`src/rtl/crc8_pkg.sv`:
```
package crc8_pkg;
    localparam int unsigned CRC_W = 8;
    localparam logic [CRC_W-1:0] CRC_POLY_REFL = 8'h8C;

    typedef enum logic [1:0] {
        FR_EMPTY  = 2'd0,
        FR_RUN    = 2'd1,
        FR_CLOSED = 2'd2
    } frame_state_t;
endpackage

```
`src/rtl/crc8_frame_ctrl.sv`:
```
module crc8_frame_ctrl
    import crc8_pkg::*;
(
    input  logic clk,
    input  logic rst_n,
    input  logic clr,
    input  logic in_valid,
    input  logic in_last,
    output logic in_ready,
    output logic accept,
    output logic frame_done
);
    frame_state_t state_q, state_d;

    always_comb begin
        state_d = state_q;
        if (clr) begin
            state_d = FR_EMPTY;
        end else begin
            unique case (state_q)
                FR_EMPTY, FR_RUN: begin
                    if (in_valid) state_d = in_last ? FR_CLOSED : FR_RUN;
                end
                FR_CLOSED: state_d = FR_CLOSED;
                default:   state_d = FR_EMPTY;
            endcase
        end
    end

    always_ff @(posedge clk or negedge rst_n) begin
        if (!rst_n) state_q <= FR_EMPTY;
        else        state_q <= state_d;
    end

    always_comb begin
        in_ready   = 1'b0;
        frame_done = 1'b0;
        unique case (state_q)
            FR_EMPTY, FR_RUN: in_ready   = !clr;
            FR_CLOSED:        frame_done = 1'b1;
            default:          in_ready   = 1'b0;
        endcase
        accept = in_valid && in_ready;
    end

    p_ready_clr_r5: assert property (@(posedge clk) disable iff (!rst_n)
        clr |-> !in_ready);
    p_closed_noready_r7: assert property (@(posedge clk) disable iff (!rst_n)
        frame_done |-> !in_ready);
    p_last_closes_r6: assert property (@(posedge clk) disable iff (!rst_n)
        (accept && in_last) |=> frame_done);
endmodule

```
`config.mk`:
```
export PLATFORM = sky130hd
export DESIGN_NAME = crc8_frame_ctrl
export DESIGN_NICKNAME = d
export VERILOG_FILES = /design/src/rtl/crc8_pkg.sv /design/src/rtl/crc8_frame_ctrl.sv
export SDC_FILE = /design/constraint.sdc
export NUM_CORES = 1
export LEC_CHECK = 0
export BUFFER_PORTS_ARGS = -buffer_cell sky130_fd_sc_hd__buf_2
export CAP_MARGIN = 0
export CORE_AREA = 2 2 39 41
export DETAILED_ROUTE_END_ITERATION = 10
export DIE_AREA = 0 0 41 43
export MAX_ROUTING_LAYER = met4
export PLACE_DENSITY = 0.3
export SLEW_MARGIN = 40
export SYNTH_ARGS = -nofsm -noshare
export SYNTH_HDL_FRONTEND = slang
export SYNTH_SLANG_ARGS = --single-unit
```
`constraint.sdc`:
```
create_clock -name clk -period 1.2 [get_ports clk]
set_clock_uncertainty 0.15 [all_clocks]
set_input_delay 0.18 -clock clk [delete_from_list [all_inputs] [get_ports clk]]
set_output_delay 0.18 -clock clk [all_outputs]
set_load 0.02 [all_outputs]
```
* Yosys cells after proc, flatten, opt, wreduce, memory -nomap -nowiden *
Index checks and enable logic that the tools add are counted.

storage, ports and cells
  output and inout bits = 3
  flip-flop bits (word level) = 2
  logic and storage cells = 14
  input port bits = 5

operators by class
  multiplexer cells = 6
  eq/ne operators = 3
  reductions and logical operators = 4

operators with widths
  kind                number
  $mux 2              3
  $pmux 2 s2          1
  $ne 3x3->1 const B  1
  $eq 2x1->1 const B  1
  $eq 2x2->1 const B  1
  $logic_not 2->1     1
  $mux 1              2
  $reduce_or 2->1     1
  $logic_and 1x1->1   1
  $logic_not 1->1     1

* Depth between registers and ports, before layout *
Gate-level depths: netlist (run 1).

  depth in word-level cells = 4
  depth in mapped cells = 2
  depth with buffers taken out = 2

* Least setup slack after synthesis (run 1) *
No wires, ideal clock.

  kind = reg2out
  start point = reg state_q[1]
  end point = out accept
  data arrival time = 999 ps
  slack = -129 ps
  cell stages (with the launch flop) = 3
  buffers on the path = 0
  data required time = 870 ps
  cells stage by stage = dfrtp_1 nor2_1 and2_2

on the way
  longest elaborated chain between the ends = 4
  elaborated cells between the ends (all ways) = 5
  those cells by class = eq/ne (1); mux (1); reduce/logical (3)

ends and longest elaborated chain
  element                                               RTL line               text
  from (decl)                                           crc8_frame_ctrl.sv:13  frame_state_t state_q, state_d;
  from (signal assigned)                                crc8_frame_ctrl.sv:32  else state_q <= state_d;
  $eq 2x1->1 / $logic_not 2->1 (equally long branches)  crc8_frame_ctrl.sv:38  unique case (state_q)
  $reduce_or 2->1 (*)                                   crc8_frame_ctrl.sv:38
  $mux 1 (*)                                            crc8_frame_ctrl.sv:38
  named net in_ready                                    crc8_frame_ctrl.sv:9   output logic in_ready,
  $logic_and 1x1->1 (*)                                 crc8_frame_ctrl.sv:43  accept = in_valid && in_ready;
  to (decl)                                             crc8_frame_ctrl.sv:10  output logic accept,

The timed path passes the listed nets; every way through them passes the cells marked *.

* Final worst setup path (run 1) *
  start point = reg state_q[1]
  end point = out accept

on the way
  longest elaborated chain between the ends = 4
  elaborated cells between the ends (all ways) = 5
  those cells by class = eq/ne (1); mux (1); reduce/logical (3)

ends and longest elaborated chain
  element                                               RTL line
  $eq 2x1->1 / $logic_not 2->1 (equally long branches)  crc8_frame_ctrl.sv:38
  $reduce_or 2->1 (*)                                   crc8_frame_ctrl.sv:38
  $mux 1 (*)                                            crc8_frame_ctrl.sv:38
  $logic_and 1x1->1 (*)                                 crc8_frame_ctrl.sv:43

Mark *: on every way between the ends. The rest lies on a longest branch, timed or not.

==> impl_metrics.prom, run 1 <==
# TYPE chip_impl_metric gauge
chip_impl_info{name="worstReg2RegStart",value="state_q[1]"} 1
chip_impl_metric{name="fmax",unit="MHz"} 756
chip_impl_metric{name="worstPathMaxFanout",unit=""} 3
chip_impl_metric{name="drt-initial-drc-count",unit=""} 1
chip_impl_metric{name="boundaryPins",unit=""} 8
chip_impl_metric{name="timing_max_transition_violations_final",unit=""} 0
chip_impl_metric{name="synth.net_count",unit=""} 14
chip_impl_info{name="rsz0062_at_grt",value="true"} 1
chip_impl_metric{name="netSwitchingFraction",unit=""} 0.238
chip_impl_metric{name="floorplan.rows",unit=""} 14
chip_impl_metric{name="fraction_of_the_yosys_area_taken_by_sequential_cells",unit=""} 0.526
chip_impl_metric{name="final.setup.tns",unit="ns"} -0.295
chip_impl_metric{name="dieWidth",unit="µm"} 41
chip_impl_metric{name="numClockSinks",unit=""} 2
chip_impl_info{name="hold_start",value="in_last"} 1
chip_impl_metric{name="placed_cell_area",unit="µm²"} 158
chip_impl_info{name="outcome",value="complete, but fails checks"} 1
chip_impl_metric{name="grt_remaining_overflow",unit=""} 0
chip_impl_metric{name="largest_register_ffs",unit=""} 2
chip_impl_metric{name="post_route_ant_nets",unit=""} 0
chip_impl_metric{name="cp_num_cells",unit=""} 3
chip_impl_metric{name="fp.dieH",unit="µm"} 43
chip_impl_metric{name="stdcell_count",unit=""} 39
chip_impl_metric{name="synth_seq_cells",unit=""} 2
chip_impl_metric{name="p_total",unit="µW"} 291
chip_impl_metric{name="tightest_slew",unit="ns"} 0.307
chip_impl_metric{name="num-fill-cells",unit=""} 160
chip_impl_info{name="regMostFlops",value="state_q"} 1
chip_impl_metric{name="grt_pass1_vias",unit=""} 147
chip_impl_info{name="endpoint_kind",value="output port"} 1
chip_impl_metric{name="ff2ff_path_depth",unit=""} 3
chip_impl_metric{name="vias_per_instance",unit=""} 3.23
chip_impl_metric{name="max_slew_margin",unit=""} 0.795
chip_impl_metric{name="globalRouteTotalUtil",unit=""} 0.0545
chip_impl_metric{name="cts-buffers-inserted",unit=""} 3
chip_impl_metric{name="num_vias",unit=""} 126
chip_impl_metric{name="clk_latency",unit="ns"} 0.22
chip_impl_info{name="failing_checks",value="setup timing"} 1
chip_impl_metric{name="drt-total-wl",unit="µm"} 319
chip_impl_metric{name="finalWorstSetupSlack",unit="ns"} -0.122
chip_impl_metric{name="dp_cells",unit=""} 32
chip_impl_info{name="cp_cell_sequence",value="nor2_4 > and2_4 > buf_6"} 1
chip_impl_metric{name="clkPwrFrac",unit=""} 0.498
chip_impl_metric{name="ys_warn_count",unit=""} 0
chip_impl_metric{name="leakage",unit="nW"} 0.114
chip_impl_metric{name="coreArea",unit="µm²"} 1380
chip_impl_metric{name="switching_power",unit="µW"} 69.2
chip_impl_metric{name="syn-mean-instance-area",unit="µm²"} 10.6
chip_impl_info{name="crit_path_start",value="state_q[1]"} 1
chip_impl_info{name="reg.largest.list",value="state_q: 2 flops"} 1
chip_impl_metric{name="period_needed",unit="ns"} 1.32
chip_impl_metric{name="final_design_area_no_fill",unit="µm²"} 231
chip_impl_metric{name="post_synth_inst_count",unit=""} 9
chip_impl_metric{name="worst_ep_arrival_time",unit="ns"} 0.99
chip_impl_metric{name="internal-power",unit="µW"} 222
chip_impl_metric{name="worst-endpoint-required",unit="ns"} 0.87
chip_impl_metric{name="period_share",unit=""} 1.10
chip_impl_metric{name="cp_slowest_stage_delay",unit="ns"} 0.41
chip_impl_metric{name="globalplace.congestion",unit=""} 0.606
chip_impl_metric{name="power_density",unit="nW/µm²"} 1260
chip_impl_metric{name="final_layout_size_suffix_gt1_frac",unit=""} 0.696
chip_impl_metric{name="cts_max_level",unit=""} 1
chip_impl_metric{name="grt_first_pass_wirelength",unit="µm"} 552
chip_impl_metric{name="area.sequential",unit="µm²"} 50.0
chip_impl_metric{name="drv.max_cap_violation_count",unit=""} 0
chip_impl_info{name="timing_worst_setup_path_type",value="flip-flop to output port"} 1
chip_impl_info{name="timing.hold.worst.class",value="input pin to flip-flop"} 1
chip_impl_metric{name="i_o_buffers",unit=""} 7
chip_impl_metric{name="grt_antenna_before_repair",unit=""} 0
chip_impl_metric{name="power.combinational.fraction",unit=""} 0.234
chip_impl_info{name="sort_of_element_at_the_start_of_the_critical_path",value="flip-flop"} 1
chip_impl_metric{name="start_util",unit=""} 0.0687
chip_impl_metric{name="multi_input_area",unit="µm²"} 52.6
chip_impl_metric{name="area.growth.synth_to_final",unit="%"} 143
chip_impl_metric{name="clockBufferDepth",unit=""} 2
chip_impl_metric{name="clk_pin_slew",unit="ns"} 0.03
chip_impl_info{name="crit_path_top_delay_cell",value="dfrtp_1"} 1
chip_impl_metric{name="p_seq_frac",unit=""} 0.268
chip_impl_metric{name="drc_errors",unit=""} 0
chip_impl_metric{name="final_number_of_hold_violating_endpoints",unit=""} 0
chip_impl_metric{name="antennaDiodeCount",unit=""} 0
chip_impl_metric{name="num-nets-final",unit=""} 30
chip_impl_metric{name="timing.hold.worst_path_depth",unit=""} 2
chip_impl_metric{name="worst-path-buf-inv",unit=""} 1
chip_impl_info{name="cts_root_buffer_type",value="clkbuf_4"} 1
chip_impl_metric{name="wl_per_cell",unit="µm"} 8.18
chip_impl_info{name="clock_tree_from_tritoncts",value="built"} 1
chip_impl_metric{name="drt-pass1-iter-count",unit=""} 2
chip_impl_metric{name="syn_area",unit="µm²"} 95.1
chip_impl_metric{name="die_area",unit="µm²"} 1760
chip_impl_metric{name="grt_max_degree",unit=""} 5
chip_impl_metric{name="synth.distinct_cells",unit=""} 7
chip_impl_metric{name="setup_viol",unit=""} 3
chip_impl_info{name="critical_path.top_delay_family",value="flip-flops"} 1
chip_impl_metric{name="worst_ir_drop_vdd",unit="µV"} 293
Yosys cell counts, drive strengths merged:
master / number / area, µm²
inv: 1 / 3.75
nor2: 2 / 7.51
and2: 1 / 7.51
a32o: 1 / 10.0
a2111oi: 1 / 10.0
nor2b: 1 / 6.26
dfrtp: 2 / 50.1
layout by cell type (no fill, tap or decap):
master	instances
dfrtp_1	2
clkbuf_4	3
inv_1	1
a32o_1	1
a2111oi_1	1
buf_2	4
and2_4	1
nor2_4	1
buf_4	4
dlygate4sd3_1	1
nor2_1	1
buf_6	2
nor2b_2	1
power by group through the flow:
stage	Clock [mW]	Combinational [mW]	Sequential, mW
2_1_floorplan	0	0.0239	0.0775
3_3_place_gp	0	0.0429	0.0778
3_5_place_dp	0	0.0438	0.0782
4_1_cts	0.154	0.0639	0.0776
5_1_grt	0.165	0.0739	0.0787
6_report	0.145	0.0681	0.0781
cell type report:
cell class,instances,area share
sequential,2,0.216
timing repair buffer,11,0.357
multi-input combinational,6,0.227
inverter,1,0.0162
tap,16,0.0865
clock buffer,3,0.0973
path summary, 6_finish.rpt:
| kind | endpoint | slack, ns |
|---|---|---|
| setup / recovery | accept | -0.12 |
| hold / removal | state_q[0] | 0.01 |
| setup reg to reg | state_q[1] | 0.12 |
| hold reg to reg | state_q[0] | 0.43 |
| max in group asynchronous | state_q[1] | 0.67 |
| min in group asynchronous | state_q[0] | 0.13 |
kinds of logic (layout without fill, tap and decap cells):
| logic type | count (synthesis) | after routing | share of synthesized area |
|---|---|---|---|
| buffers and inverters | 1 | 15 | 0.0394 |
| AO/OA/AOI/OAI | 2 | 2 | 0.211 |
| flip-flops | 2 | 2 | 0.526 |
| AND/OR/NAND/NOR | 4 | 4 | 0.224 |
per-layer routing:
layer	up-vias	global-route usage	part of all wire	routed length, µm
met5	-	-	0	0
met4	0	0.0600	0	0
met3	0	0.0314	0.18	56
met2	8	0.0469	0.34	110
met1	57	0.0737	0.48	152
li1	61	-	-	-
timing repair:
item                                    4_1_cts  5_1_grt
hold endpoints to repair                      2        0
pin swaps                                     2        0
hold buffers                                  1        0
endpoints found under the setup margin        3        3
setup buffers                                 2        1
resized for setup                             6        1
stage by stage:
step	hold slack, ns	util	worst slack (ns)
floorplan	-0.266	-	0.0392
global placement	-0.181	0.114	0.0589
detailed placement	-0.177	0.114	0.0479
CTS	0.00754	0.160	-0.120
global route	0.00745	0.167	-0.173
finish	0.0120	0.167	-0.122
No activity file was read; power rests on OpenSTA's default activity.
==> inputs of run 2 (changes only) <==
REMOVE_ABC_BUFFERS = 1   (was default)
==> impl_metrics.prom, run 2 (synthesis gave the netlist of run 1 again) <==
# TYPE chip_impl_metric gauge
chip_impl_metric{name="dpl.hpwl",unit="µm"} 240
chip_impl_info{name="endpoint_kind",value="output port"} 1
chip_impl_metric{name="final_layout_size_suffix_gt1_frac",unit=""} 0.696
chip_impl_info{name="sort_of_element_at_the_start_of_the_critical_path",value="flip-flop"} 1
chip_impl_metric{name="worst_ir_drop_vdd",unit="µV"} 380
chip_impl_info{name="crit_path_top_delay_cell",value="dfrtp_1"} 1
chip_impl_metric{name="grt_pass1_vias",unit=""} 132
chip_impl_metric{name="clk_pin_slew",unit="ns"} 0.03
chip_impl_metric{name="wl_per_cell",unit="µm"} 8.90
chip_impl_metric{name="globalplace.congestion",unit=""} 0.625
chip_impl_metric{name="globalRouteTotalUtil",unit=""} 0.0566
chip_impl_info{name="layout_common_cells",value="buf_2 (4), buf_4 (4), clkbuf_4 (3)"} 1
chip_impl_metric{name="die_area",unit="µm²"} 1760
chip_impl_info{name="hold_start",value="in_last"} 1
chip_impl_metric{name="period_needed",unit="ns"} 1.30
chip_impl_metric{name="drt-pass1-iter-count",unit=""} 2
chip_impl_metric{name="antennaDiodeCount",unit=""} 0
chip_impl_metric{name="drt-total-wl",unit="µm"} 347
chip_impl_info{name="failing_checks",value="setup timing"} 1
chip_impl_metric{name="timing_max_transition_violations_final",unit=""} 0
chip_impl_metric{name="grt_remaining_overflow",unit=""} 0
chip_impl_metric{name="timing.hold.worst_path_depth",unit=""} 2
chip_impl_metric{name="largest_register_ffs",unit=""} 2
chip_impl_metric{name="vias_per_instance",unit=""} 3.18
chip_impl_info{name="reg.largest.list",value="state_q: 2 flops"} 1
chip_impl_metric{name="setup_viol",unit=""} 3
chip_impl_metric{name="grt_antenna_before_repair",unit=""} 0
chip_impl_metric{name="grt_max_degree",unit=""} 5
chip_impl_metric{name="num_vias",unit=""} 124
chip_impl_info{name="timing_worst_setup_path_type",value="flip-flop to output port"} 1
chip_impl_info{name="clock_tree_from_tritoncts",value="built"} 1
chip_impl_metric{name="worst-endpoint-required",unit="ns"} 0.87
chip_impl_metric{name="drt-initial-drc-count",unit=""} 6
chip_impl_metric{name="grt_first_pass_wirelength",unit="µm"} 552
chip_impl_info{name="rsz0062_at_grt",value="true"} 1
chip_impl_metric{name="fp.dieH",unit="µm"} 43
chip_impl_info{name="worstReg2RegStart",value="state_q[1]"} 1
chip_impl_metric{name="period_share",unit=""} 1.08
chip_impl_metric{name="place_worst_setup_slack",unit="ns"} 0.0686
chip_impl_metric{name="start_util",unit=""} 0.0687
chip_impl_metric{name="floorplan.rows",unit=""} 14
chip_impl_metric{name="drv.max_cap_violation_count",unit=""} 0
chip_impl_metric{name="cp_slowest_stage_delay",unit="ns"} 0.39
chip_impl_info{name="worst_r2r_end",value="state_q[1]"} 1
chip_impl_metric{name="cts-buffers-inserted",unit=""} 3
chip_impl_metric{name="coreArea",unit="µm²"} 1380
chip_impl_metric{name="drc_errors",unit=""} 0
chip_impl_info{name="cts_root_buffer_type",value="clkbuf_4"} 1
chip_impl_metric{name="finalWorstSetupSlack",unit="ns"} -0.102
chip_impl_info{name="crit_path_start",value="state_q[1]"} 1
chip_impl_metric{name="leakage",unit="nW"} 0.113
chip_impl_info{name="timing.hold.worst.class",value="input pin to flip-flop"} 1
chip_impl_metric{name="worst_ep_arrival_time",unit="ns"} 0.97
chip_impl_metric{name="area.growth.synth_to_final",unit="%"} 138
chip_impl_info{name="outcome",value="complete, but fails checks"} 1
chip_impl_metric{name="numClockSinks",unit=""} 2
chip_impl_metric{name="worstPathMaxFanout",unit=""} 3
chip_impl_info{name="cp_cell_sequence",value="nor2_2 > and2_4 > buf_6"} 1
chip_impl_metric{name="final_util",unit=""} 0.164
chip_impl_metric{name="max_slew_margin",unit=""} 0.783
chip_impl_metric{name="fmax",unit="MHz"} 768
chip_impl_metric{name="num-nets-final",unit=""} 30
chip_impl_metric{name="power_density",unit="nW/µm²"} 1300
chip_impl_metric{name="boundaryPins",unit=""} 8
chip_impl_metric{name="final_number_of_hold_violating_endpoints",unit=""} 0
chip_impl_metric{name="post_route_ant_nets",unit=""} 0
chip_impl_metric{name="clockBufferDepth",unit=""} 2
chip_impl_metric{name="i_o_buffers",unit=""} 7
chip_impl_metric{name="dieWidth",unit="µm"} 41
chip_impl_metric{name="final.setup.tns",unit="ns"} -0.261
chip_impl_metric{name="flop_to_flop_setup_slack",unit="ns"} 0.06
chip_impl_info{name="hold-path-endpoint",value="state_q[0]"} 1
chip_impl_metric{name="cts_max_level",unit=""} 1
chip_impl_metric{name="clk_latency",unit="ns"} 0.22
chip_impl_info{name="regMostFlops",value="state_q"} 1
chip_impl_metric{name="ff2ff_path_depth",unit=""} 4
chip_impl_metric{name="tightest_slew",unit="ns"} 0.325
[run 2: changes by cell type in the layout (fill, tap and decap cells not counted)]
cell,before,now
nor2_2,0,1
nor2_4,1,0
[run 2: metal layers]
layer	vias to the layer above	GRT usage	wire, µm
met5	-	-	0
met4	0	0.0600	0
met3	0	0.0471	42
met2	8	0.0469	120
met1	53	0.0710	184
li1	63	-	-
[run 2: power by group]
group,internal [mW],switching (mW)
combinational,0.0381,0.0294
clock,0.110,0.0390
sequential,0.0731,0.00410
[run 2: metrics by stage]
| step | total power [mW] | std cells | instance area [µm²] | hold slack, ns |
|---|---|---|---|---|
| final | 0.294 | 39 | 226 | 0.0223 |
| after detailed placement | 0.122 | 33 | 158 | -0.177 |
| after global routing | 0.320 | 39 | 226 | 0.0155 |
| after floorplan | 0.0983 | 9 | 95.1 | -0.266 |
| after CTS | 0.301 | 38 | 219 | 0.0114 |
| after global placement | 0.121 | 33 | 158 | -0.180 |
[run 2: worst max-delay path: cells and delay by family, from the launching register on]
family / cells / cell delay [ns]
flops: 1 / 0.39
buf+inv: 1 / 0.11
simple gates: 2 / 0.26
[run 2: cell type report]
type / count / area (µm²)
well taps: 16 / 20.0
clock buffers: 3 / 22.5
multi-input cells: 6 / 47.5
inverters: 1 / 3.75
repair buffers: 11 / 82.6
flip-flops and latches: 2 / 50.0
fillers: 158 / 1160
[run 2: what timing repair did]
action                                  CTS  global route
setup buffers                             1             1
hold buffers                              1             0
resized for setup                         8             0
hold endpoints to repair                  2             0
pin swaps                                 2             1
endpoints found under the setup margin    3             3
[run 2: how the worst max path moves through the flow]
stage | to | depth (start not counted)
2_1_floorplan | accept | 2
3_3_place_gp | accept | 3
3_5_place_dp | accept | 3
4_1_cts | accept | 3
5_1_grt | accept | 3
6_report | accept | 3
